[config.mk]
export PLATFORM = sky130hd
export DESIGN_NAME = spi_cmd_ctrl
export DESIGN_NICKNAME = d
export VERILOG_FILES = /design/src/rtl/spi_cmd_pkg.sv /design/src/rtl/spi_cmd_regs.sv /design/src/rtl/spi_cmd_seq.sv /design/src/rtl/spi_cmd_ctrl.sv
export SDC_FILE = /design/constraint.sdc
export NUM_CORES = 1
export LEC_CHECK = 0
export BUFFER_PORTS_ARGS = -buffer_cell sky130_fd_sc_hd__buf_2
export CORE_ASPECT_RATIO = 1.4
export CORE_MARGIN = 10
export CORE_UTILIZATION = 60
export CTS_CLUSTER_SIZE = 30
export DETAILED_ROUTE_END_ITERATION = 7
export PLACE_DENSITY = 0.83
export SLEW_MARGIN = 20
export SYNTH_ARGS = -nofsm -noshare
export SYNTH_HDL_FRONTEND = slang
export SYNTH_SLANG_ARGS = --single-unit
[constraint.sdc]
create_clock -name clk -period 3.3 [get_ports clk]
set_input_delay 0.165 -clock clk [delete_from_list [all_inputs] [get_ports clk]]
set_output_delay 0.165 -clock clk [all_outputs]
set_load 0.01 [all_outputs]
[src/rtl/spi_cmd_pkg.sv]
package spi_cmd_pkg;
    typedef enum logic [1:0] {
        ST_IDLE,
        ST_LEAD,
        ST_SHIFT,
        ST_TRAIL
    } seq_state_t;

    localparam int CNT_W      = 4;
    localparam int OFF_CTRL   = 0;
    localparam int OFF_CMD    = 4;
    localparam int OFF_DATA   = 8;
    localparam int START_BIT  = 8;
    localparam int BUSY_BIT   = 16;
    localparam logic [31:0] KEEP_MASK = ~((32'd1 << START_BIT) | (32'd1 << BUSY_BIT));
endpackage

[src/rtl/spi_cmd_regs.sv]
module spi_cmd_regs
    import spi_cmd_pkg::*;
#(
    parameter int ADDR_W = 4
) (
    input  logic              clk,
    input  logic              rst_n,
    input  logic              bus_wr,
    input  logic [ADDR_W-1:0] bus_addr,
    input  logic [31:0]       bus_wdata,
    output logic [31:0]       bus_rdata,
    input  logic              busy,
    output logic              go,
    output logic [CNT_W-1:0]  go_tx,
    output logic [CNT_W-1:0]  go_rx,
    output logic [31:0]       cmd_q,
    output logic [31:0]       data_q,
    input  logic              rx_we,
    input  logic [1:0]        rx_lane,
    input  logic [7:0]        rx_byte
);
    logic [31:0] ctrl_q;
    logic        wr_ctrl;
    logic        start_req;
    logic        drop;

    assign wr_ctrl   = bus_wr && (bus_addr == ADDR_W'(OFF_CTRL));
    assign start_req = wr_ctrl && bus_wdata[START_BIT];
    assign drop      = start_req && busy;
    assign go_tx     = bus_wdata[CNT_W-1:0];
    assign go_rx     = bus_wdata[2*CNT_W-1:CNT_W];
    assign go        = start_req && !busy && ((go_tx | go_rx) != '0);

    always_ff @(posedge clk or negedge rst_n) begin
        if (!rst_n) begin
            ctrl_q <= '0;
            cmd_q  <= '0;
            data_q <= '0;
        end else begin
            if (wr_ctrl && !drop)
                ctrl_q <= bus_wdata & KEEP_MASK;
            if (bus_wr && bus_addr == ADDR_W'(OFF_CMD))
                cmd_q <= bus_wdata;
            if (rx_we)
                data_q[{rx_lane, 3'b000} +: 8] <= rx_byte;
            else if (bus_wr && bus_addr == ADDR_W'(OFF_DATA))
                data_q <= bus_wdata;
        end
    end

    always_comb begin
        bus_rdata = '0;
        if (bus_addr == ADDR_W'(OFF_CTRL)) begin
            bus_rdata = ctrl_q;
            bus_rdata[BUSY_BIT] = busy;
        end else if (bus_addr == ADDR_W'(OFF_CMD)) begin
            bus_rdata = cmd_q;
        end else if (bus_addr == ADDR_W'(OFF_DATA)) begin
            bus_rdata = data_q;
        end
    end
endmodule

[src/rtl/spi_cmd_seq.sv]
module spi_cmd_seq
    import spi_cmd_pkg::*;
#(
    parameter int HALF = 1
) (
    input  logic             clk,
    input  logic             rst_n,
    input  logic             go,
    input  logic [CNT_W-1:0] go_tx,
    input  logic [CNT_W-1:0] go_rx,
    input  logic [31:0]      cmd_i,
    input  logic [31:0]      data_i,
    input  logic             miso,
    output logic             busy,
    output logic             sck,
    output logic             cs_n,
    output logic             mosi,
    output logic             rx_we,
    output logic [1:0]       rx_lane,
    output logic [7:0]       rx_byte
);
    localparam int BYTE_W = CNT_W + 1;
    localparam int HC_W   = (HALF > 1) ? $clog2(HALF) : 1;

    seq_state_t        state_q, state_d;
    logic [HC_W-1:0]   half_cnt;
    logic              phase_q;
    logic [2:0]        bit_q;
    logic [BYTE_W-1:0] byte_q;
    logic [BYTE_W-1:0] last_q;
    logic [CNT_W-1:0]  txc_q;
    logic [7:0]        tx_sh;
    logic [7:0]        rx_sh;
    logic              half_done;
    logic [BYTE_W-1:0] rx_off;

    assign half_done = (half_cnt == HC_W'(HALF - 1));
    assign rx_off    = byte_q - {1'b0, txc_q};

    function automatic logic [7:0] tx_byte(input logic [BYTE_W-1:0] idx);
        logic [1:0] sel;
        sel = 2'd0 - idx[1:0];
        if (idx >= {1'b0, txc_q})
            return 8'h00;
        else if (idx == '0)
            return cmd_i[7:0];
        else if (idx < BYTE_W'(4))
            return cmd_i[{sel, 3'b000} +: 8];
        else if (idx < BYTE_W'(8))
            return data_i[{idx[1:0], 3'b000} +: 8];
        else
            return 8'h00;
    endfunction

    always_comb begin
        state_d = state_q;
        unique case (state_q)
            ST_IDLE:  if (go) state_d = ST_LEAD;
            ST_LEAD:  if (half_done && phase_q) state_d = ST_SHIFT;
            ST_SHIFT: if (half_done && phase_q && bit_q == 3'd7 && byte_q == last_q)
                          state_d = ST_TRAIL;
            ST_TRAIL: if (half_done && phase_q) state_d = ST_IDLE;
            default:  state_d = ST_IDLE;
        endcase
    end

    always_ff @(posedge clk or negedge rst_n) begin
        if (!rst_n) begin
            state_q  <= ST_IDLE;
            half_cnt <= '0;
            phase_q  <= 1'b0;
            bit_q    <= '0;
            byte_q   <= '0;
            last_q   <= '0;
            txc_q    <= '0;
            tx_sh    <= '0;
            rx_sh    <= '0;
            rx_we    <= 1'b0;
            rx_lane  <= '0;
            rx_byte  <= '0;
        end else begin
            state_q <= state_d;
            rx_we   <= 1'b0;
            if (state_q == ST_IDLE) begin
                half_cnt <= '0;
                phase_q  <= 1'b0;
                if (go) begin
                    txc_q  <= go_tx;
                    last_q <= {1'b0, go_tx} + {1'b0, go_rx} - BYTE_W'(1);
                    byte_q <= '0;
                    bit_q  <= '0;
                end
            end else begin
                half_cnt <= half_done ? '0 : half_cnt + HC_W'(1);
                if (half_done) begin
                    phase_q <= ~phase_q;
                    if (state_q == ST_LEAD && phase_q)
                        tx_sh <= tx_byte('0);
                    if (state_q == ST_SHIFT && !phase_q)
                        rx_sh <= {rx_sh[6:0], miso};
                    if (state_q == ST_SHIFT && phase_q) begin
                        if (bit_q == 3'd7) begin
                            bit_q  <= '0;
                            byte_q <= byte_q + BYTE_W'(1);
                            tx_sh  <= tx_byte(byte_q + BYTE_W'(1));
                            if (byte_q >= {1'b0, txc_q} && rx_off < BYTE_W'(4)) begin
                                rx_we   <= 1'b1;
                                rx_lane <= rx_off[1:0];
                                rx_byte <= rx_sh;
                            end
                        end else begin
                            bit_q <= bit_q + 3'd1;
                            tx_sh <= {tx_sh[6:0], 1'b0};
                        end
                    end
                end
            end
        end
    end

    always_comb begin
        busy = (state_q != ST_IDLE);
        cs_n = (state_q == ST_IDLE);
        sck  = (state_q == ST_SHIFT) && phase_q;
        mosi = (state_q == ST_SHIFT) ? tx_sh[7] : 1'b0;
    end
endmodule

[src/rtl/spi_cmd_ctrl.sv]
module spi_cmd_ctrl
    import spi_cmd_pkg::*;
#(
    parameter int ADDR_W = 4,
    parameter int HALF   = 1
) (
    input  logic              clk,
    input  logic              rst_n,
    input  logic              bus_wr,
    input  logic [ADDR_W-1:0] bus_addr,
    input  logic [31:0]       bus_wdata,
    output logic [31:0]       bus_rdata,
    output logic              spi_sck,
    output logic              spi_cs_n,
    output logic              spi_mosi,
    input  logic              spi_miso
);
    logic             busy;
    logic             go;
    logic [CNT_W-1:0] go_tx;
    logic [CNT_W-1:0] go_rx;
    logic [31:0]      cmd_q;
    logic [31:0]      data_q;
    logic             rx_we;
    logic [1:0]       rx_lane;
    logic [7:0]       rx_byte;

    spi_cmd_regs #(.ADDR_W(ADDR_W)) u_regs (
        .clk(clk), .rst_n(rst_n), .bus_wr(bus_wr), .bus_addr(bus_addr),
        .bus_wdata(bus_wdata), .bus_rdata(bus_rdata), .busy(busy),
        .go(go), .go_tx(go_tx), .go_rx(go_rx), .cmd_q(cmd_q), .data_q(data_q),
        .rx_we(rx_we), .rx_lane(rx_lane), .rx_byte(rx_byte)
    );

    spi_cmd_seq #(.HALF(HALF)) u_seq (
        .clk(clk), .rst_n(rst_n), .go(go), .go_tx(go_tx), .go_rx(go_rx),
        .cmd_i(cmd_q), .data_i(data_q), .miso(spi_miso), .busy(busy),
        .sck(spi_sck), .cs_n(spi_cs_n), .mosi(spi_mosi),
        .rx_we(rx_we), .rx_lane(rx_lane), .rx_byte(rx_byte)
    );
endmodule

Yosys cells after proc, flatten, opt, wreduce, memory -nomap -nowiden
Cells that the tools add are included.

Register bits after elaboration: 142. Bits of input ports: 40. Output and inout bits: 35. Logic and storage cells: 122.

$add $sub $neg: 8. Order comparisons: 6. Equality and inequality tests: 12. Shift operators: 4. Multiplexer cells: 39. Bitwise gates (word level): 4. Reduce and logical (&&, ||, !) cells: 34.

Operator list (count): 2-to-1 mux 32 bit (5); 2-to-1 mux 8 bit (8); indexed part select 32 x 6 -> 8 bit (2); bitwise mux 32 bit (1); variable shift 8 x 7 -> 32 bit (first input constant) (1); indexed part select 8 x 7 -> 32 bit (1); 2-to-1 mux 5 bit (5); logical AND 1 bit (15); 2-to-1 mux 3 bit (5); greater-or-equal comparator 5 x 4 -> 1 bit (2); less-than comparator 5 x 3 -> 1 bit (second input constant) (2); 2-to-1 mux 1 bit (10); nonzero test 2 bit (5); AND reduction 3 bit (3); 2-to-1 mux 2 bit (4); inequality test 2 x 1 -> 1 bit (second input constant) (4); case mux 2 bit (4 select lines) (1); AND reduction 4 bit (2); negator 5 -> 7 bit (1); adder 4 x 4 -> 5 bit (1); adder 5 x 1 -> 5 bit (second input constant) (1); == test 5 bit (1); zero test 5 bit (1); less-than comparator 5 x 4 -> 1 bit (second input constant) (1); other kinds (20) (25).

Logic depth before layout (Yosys ltp)
Word-level depth: 8. Gate-level depth with buffers: 11.

Modules after synthesis
Synthesis repeated with hierarchy kept, for this count alone.

Cells, all modules: 752. Area, all modules: 8090.3 sq um.

Modules (own cells, without submodules): spi_cmd_regs (instances 1, cells an instance 406, area an instance 4770.8 sq um); spi_cmd_seq (instances 1, cells an instance 346, area an instance 3319.4 sq um).

Least setup slack after synthesis
OpenSTA, ideal clock, no wires.

Path type: flip-flop to flip-flop. Start: register u_seq.byte_q[0]. End: register u_seq.rx_byte[1]. Setup time: 0.125 ns. Arrival: 2.766 ns. Required time: 3.175 ns. Slack: 0.409 ns. Cell stages (with the launch flop): 10. Path buffers: 2. Clock period less this slack: 2.891 ns. Path through: dfrtp_1 -> buf_1 -> inv_1 -> ha_1 -> fa_1 -> o21bai_1 -> a211o_1 -> a311oi_1 -> buf_2 -> mux2_2.

Cells in the longest elaborated chain, start to end: 4. Elaborated cells between the ends (all ways): 5. Those cells by class: 1 x add/sub; 2 x order compare; 2 x reduce/logical.

RTL lines: start: declaration (RTL line spi_cmd_seq.sv:29) `logic [BYTE_W-1:0] byte_q;`; start signal: assignment (RTL line spi_cmd_seq.sv:104) `byte_q <= byte_q + BYTE_W'(1);`; subtractor 5 x 4 -> 5 bit (RTL line spi_cmd_seq.sv:38) `assign rx_off = byte_q - {1'b0, txc_q};`; less-than comparator 5 x 3 -> 1 bit (RTL line spi_cmd_seq.sv:106) `if (byte_q >= {1'b0, txc_q} && rx_off < BYTE_W'(4)) begin`; logical AND 1 bit * (RTL line spi_cmd_seq.sv:106); AND reduction 5 bit (no line) *; end signal: assignment (RTL line spi_cmd_seq.sv:109) `rx_byte <= rx_sh;`; end: declaration (RTL line spi_cmd_seq.sv:20) `output logic [7:0] rx_byte`.

Every way passes the cells marked *; elsewhere a longest branch is shown, timed or not. A chain may end at the register's enable or synchronous reset.

Worst setup path after layout
Start: register u_seq.byte_q[1]. End: register u_seq.tx_sh[0].

Cells in the longest elaborated chain, start to end: 8. Elaborated cells between the ends (all ways): 14. Those cells by class: 2 x add/sub; 3 x order compare; 2 x shift; 6 x mux; 1 x reduce/logical.

RTL lines: adder 5 x 1 -> 5 bit * (RTL line spi_cmd_seq.sv:105) `tx_sh <= tx_byte(byte_q + BYTE_W'(1));`; subtractor 1 x 2 -> 2 bit, or another cell as far along (RTL line spi_cmd_seq.sv:42) `sel = 2'd0 - idx[1:0];`; indexed part select 32 x 6 -> 8 bit or 2-to-1 mux 8 bit (tied branches) (RTL line spi_cmd_seq.sv:48, spi_cmd_seq.sv:49); 2-to-1 mux 8 bit (RTL line spi_cmd_seq.sv:47) `else if (idx < BYTE_W'(4))`; 2-to-1 mux 8 bit (RTL line spi_cmd_seq.sv:45) `else if (idx == '0)`; 2-to-1 mux 8 bit * (RTL line spi_cmd_seq.sv:43) `if (idx >= {1'b0, txc_q})`; 2-to-1 mux 8 bit * (RTL line spi_cmd_seq.sv:102) `if (bit_q == 3'd7) begin`; 2-to-1 mux 8 bit * (RTL line spi_cmd_seq.sv:101) `if (state_q == ST_SHIFT && phase_q) begin`; end signal: assignment (RTL line spi_cmd_seq.sv:98) `tx_sh <= tx_byte('0);`; end signal: assignment (RTL line spi_cmd_seq.sv:105); end signal: assignment (RTL line spi_cmd_seq.sv:113) `tx_sh <= {tx_sh[6:0], 1'b0};`; end: declaration (RTL line spi_cmd_seq.sv:32) `logic [7:0] tx_sh;`.

Marks and branches as above.

==> metrics <==
core footprint=approximately 13000 um2; initial core utilization=60.5%; Clock Tree Root=clkbuf_16; dominant synthesized flop cell=dfrtp_1; path type of the worst setup path=reg2reg; Reg power frac=40.5%; setup TNS after final layout=0 ps; Tightest Pin Transition=1130 ps; critical path startpoint category=register; number of setup violations in the final report=0; count of buffers from port buffering=74; antenna violation net count after detailed routing=0; most prevalent standard cell on the critical path=ha_1; pin count of the biggest net entering global routing=approximately 90; drt first-iter violations=between 600 and 700; arrival time of data at the critical path endpoint=between 3000 and 4000 ps; global route total overflow=0; TritonCTS clock tree=built; Sw Share=34.4%; Tot GR Track Use=between 20% and 30%; critical-path cell with the highest stage delay=or4_1; vias per std cell=roughly 6.4; final clock skew=13.3 ps; maximum clock frequency=roughly 0.35 GHz; floorplan row count=49; Final nets=approximately 910; Tcrit/Tclk final=between 80% and 90%; layout cells sized above 1=approximately 25%; kind of path behind the tightest hold check=in2reg; synth unique cells=54; number of gates given a new drive strength after cts=0; maximum root-to-sink buffer count=2; total internal power=between 4000 and 5000 uW; number of diodes added for antenna fixing=0; DRC Markers=0; Clock Sink Count=~140; synthesis-to-finish area growth=14.6%; leakage power summed over all cells=roughly 0.004 uW; CP max FO=8; number of register bits inferred by synthesis=between 100 and 150; post-synth design cell area=7720 um2; worst stage delay on the critical path=approximately 550 ps; synthesized area per cell=between 10 and 15 um2; Hold Fails Final Rpt=0; number of antenna violations at the first check in global routing=0; cell taking the most area after synthesis=dfrtp_1; Syn. warnings=0; routed length per instance=approximately 23 um; via count=6428; buffer count from post-CTS setup fixing=0; fraction of post-synthesis cell area in the top cell type by area=a little under half; number of instances in the synthesized netlist=slightly below 800; Die Wd=roughly 120 um; most frequently used cell type in the post-synthesis netlist=dfrtp_1; Die Footprint=17900 um2; Total Wirelength=22800 um; post-layout minimum cycle time=2870 ps; post-route total power=~6600 uW; Slew Limit Headroom=24.0%; combinational share of power=31.7%; endpoint required time on the critical path=approximately 3600 ps; unrepaired setup endpoints after global routing=no; CTS buffer count=17; summed area of non-filler cells in the final layout=8850 um2; CTS H-tree depth=4; clock latency at the later pin of the worst-skew pair=roughly 420 ps; number of flops mapped to enable cells by yosys=0; placer's final routability congestion estimate=0.905; vertical die dimension=between 150 and 200 um; number of slew-limit violations in the final report=0; share of the core filled with cells in the final layout=roughly 69%; kind of capture point of the worst setup path=register; clock network fraction of total power=27.7%; clock-pin slew reported for the worst setup and hold paths after clock tree synthesis=approximately 60 ps; I/O Pins=75; detailed-routing iteration count for the pre-antenna-repair pass=5; crit-path cells=ha_1 > xnor2_1 > clkinv_1 > ha_1 > o21ai_0 > a21oi_1 > or4_1 > a211o_1 > a22oi_1; proportion of register bits with asynchronous set or reset after synthesis=100%; max-cap check violation count=0; commonest cells in the synthesized netlist=141 x dfrtp_1, 101 x nand2_1, 94 x o21ai_0; largest voltage drop on the vdd net=approximately 540 uV; estimated wirelength of the detail-placed design=16000 um; WHS Path Cells=2; cell area reported after detailed placement=8230 um2; Psw=between 2000 and 2500 uW; vias in the first global route=6531; Net Count, Synth=approximately 840; result of the run=finished clean; largest cells by area after synthesis=dfrtp_1 46%, mux2_2 10%, o21ai_0 6.1%, nand2_1 4.9%, ha_1 4.7%; global-route wire length before repair=36000 um; post-synthesis sequential area ratio=a little under half; total power density per cell area=between 700 and 800 nW/um2; Reg2Reg Depth=9
-- cells in the final DEF (no fill, tap or decap), types with 13 or more instances in the layout --
cell and instances:
a21oi_1 68, buf_2 73, buf_4 13, clkbuf_16 17, dfrtp_1 141, ha_1 29, inv_1 30, mux2_2 70
mux4_2 16, nand2_1 101, nor2_1 45, nor2b_1 25, o21ai_0 94
-- power by group through the flow --
stage | clock network (uW) | registers, uW | logic (uW)
2_1_floorplan | 0 | 2470 | 1610
3_3_place_gp | 0 | 2650 | 2000
3_5_place_dp | 0 | 2690 | 2060
4_1_cts | 1850 | 2660 | 2090
5_1_grt | 1930 | 2720 | 2330
6_report | 1840 | 2690 | 2100
-- critical path: cells and delay by family, from the launching register on --
family	cells	cell delay, ps
compound gates	4	680
xor+xnor	1	220
fa+ha+maj	2	630
buf+inv	1	230
flops	1	480
simple gates	1	550
-- worst paths after layout --
path	startpoint	end	slack [ps]
max reg2reg	u_seq.byte_q[1]	u_seq.tx_sh[0]	430
max	u_seq.byte_q[1]	u_seq.tx_sh[0]	430
min	bus_wdata[4]	u_regs.cmd_q[4]	5
max in group asynchronous	rst_n	u_regs.data_q[26]	2130
min reg2reg	u_regs.ctrl_q[0]	u_regs.ctrl_q[0]	490
min in group asynchronous	rst_n	u_seq.bit_q[2]	380
-- through the flow --
step | hold slack, ps | setup slack, ps | instances
after detailed placement | 292 | 488 | 966
after floorplan | -131 | 409 | 770
after global routing | 5.47 | 246 | 1002
after global placement | 283 | 531 | 966
final | 4.97 | 433 | 1002
after CTS | 1.00 | 450 | 1002
-- registers in the layout (all words and copies together) (netlist names), 5 cells and up --
signal	count
u_seq.byte_q	5
u_regs.ctrl_q	30
u_regs.cmd_q	32
u_seq.rx_sh	8
u_seq.last_q	5
u_seq.tx_sh	8
u_seq.rx_byte	8
u_regs.data_q	32
-- final cells by class --
type	instances	area, um2
Timing Repair Buffer	94	554
Clock buffer	20	437
Sequential cell	141	3530
Multi-Input combinational cell	553	3900
Clock inverter	10	119
Inverter	31	116
Tap cell	153	191
Fill cell	944	3900
-- what timing repair did --
item,in CTS,in global routing
hold endpoints to repair,91,0
hold buffers,6,0
endpoints found under the setup margin,0,0
-- per-layer routing --
| metal | vias up | share of wire, % | GRT usage [%] |
|---|---|---|---|
| met5 | - | 0 | 0 |
| met1 | 3163 | 38 | 31.6 |
| met4 | 0 | 6.1 | 16.6 |
| li1 | 2858 | - | - |
| met2 | 335 | 48 | 40.9 |
| met3 | 72 | 8.2 | 5.73 |
-- cells by family after synthesis --
| group | Yosys count | share of synthesized area [%] |
|---|---|---|
| flops | 141 | 45.7 |
| buf+inv | 76 | 3.94 |
| mux | 91 | 15.6 |
| xor+xnor | 10 | 1.13 |
| fa+ha+maj | 31 | 5.22 |
| simple gates | 214 | 12.8 |
| compound gates | 207 | 15.7 |
(Power assumes the default switching activity.)
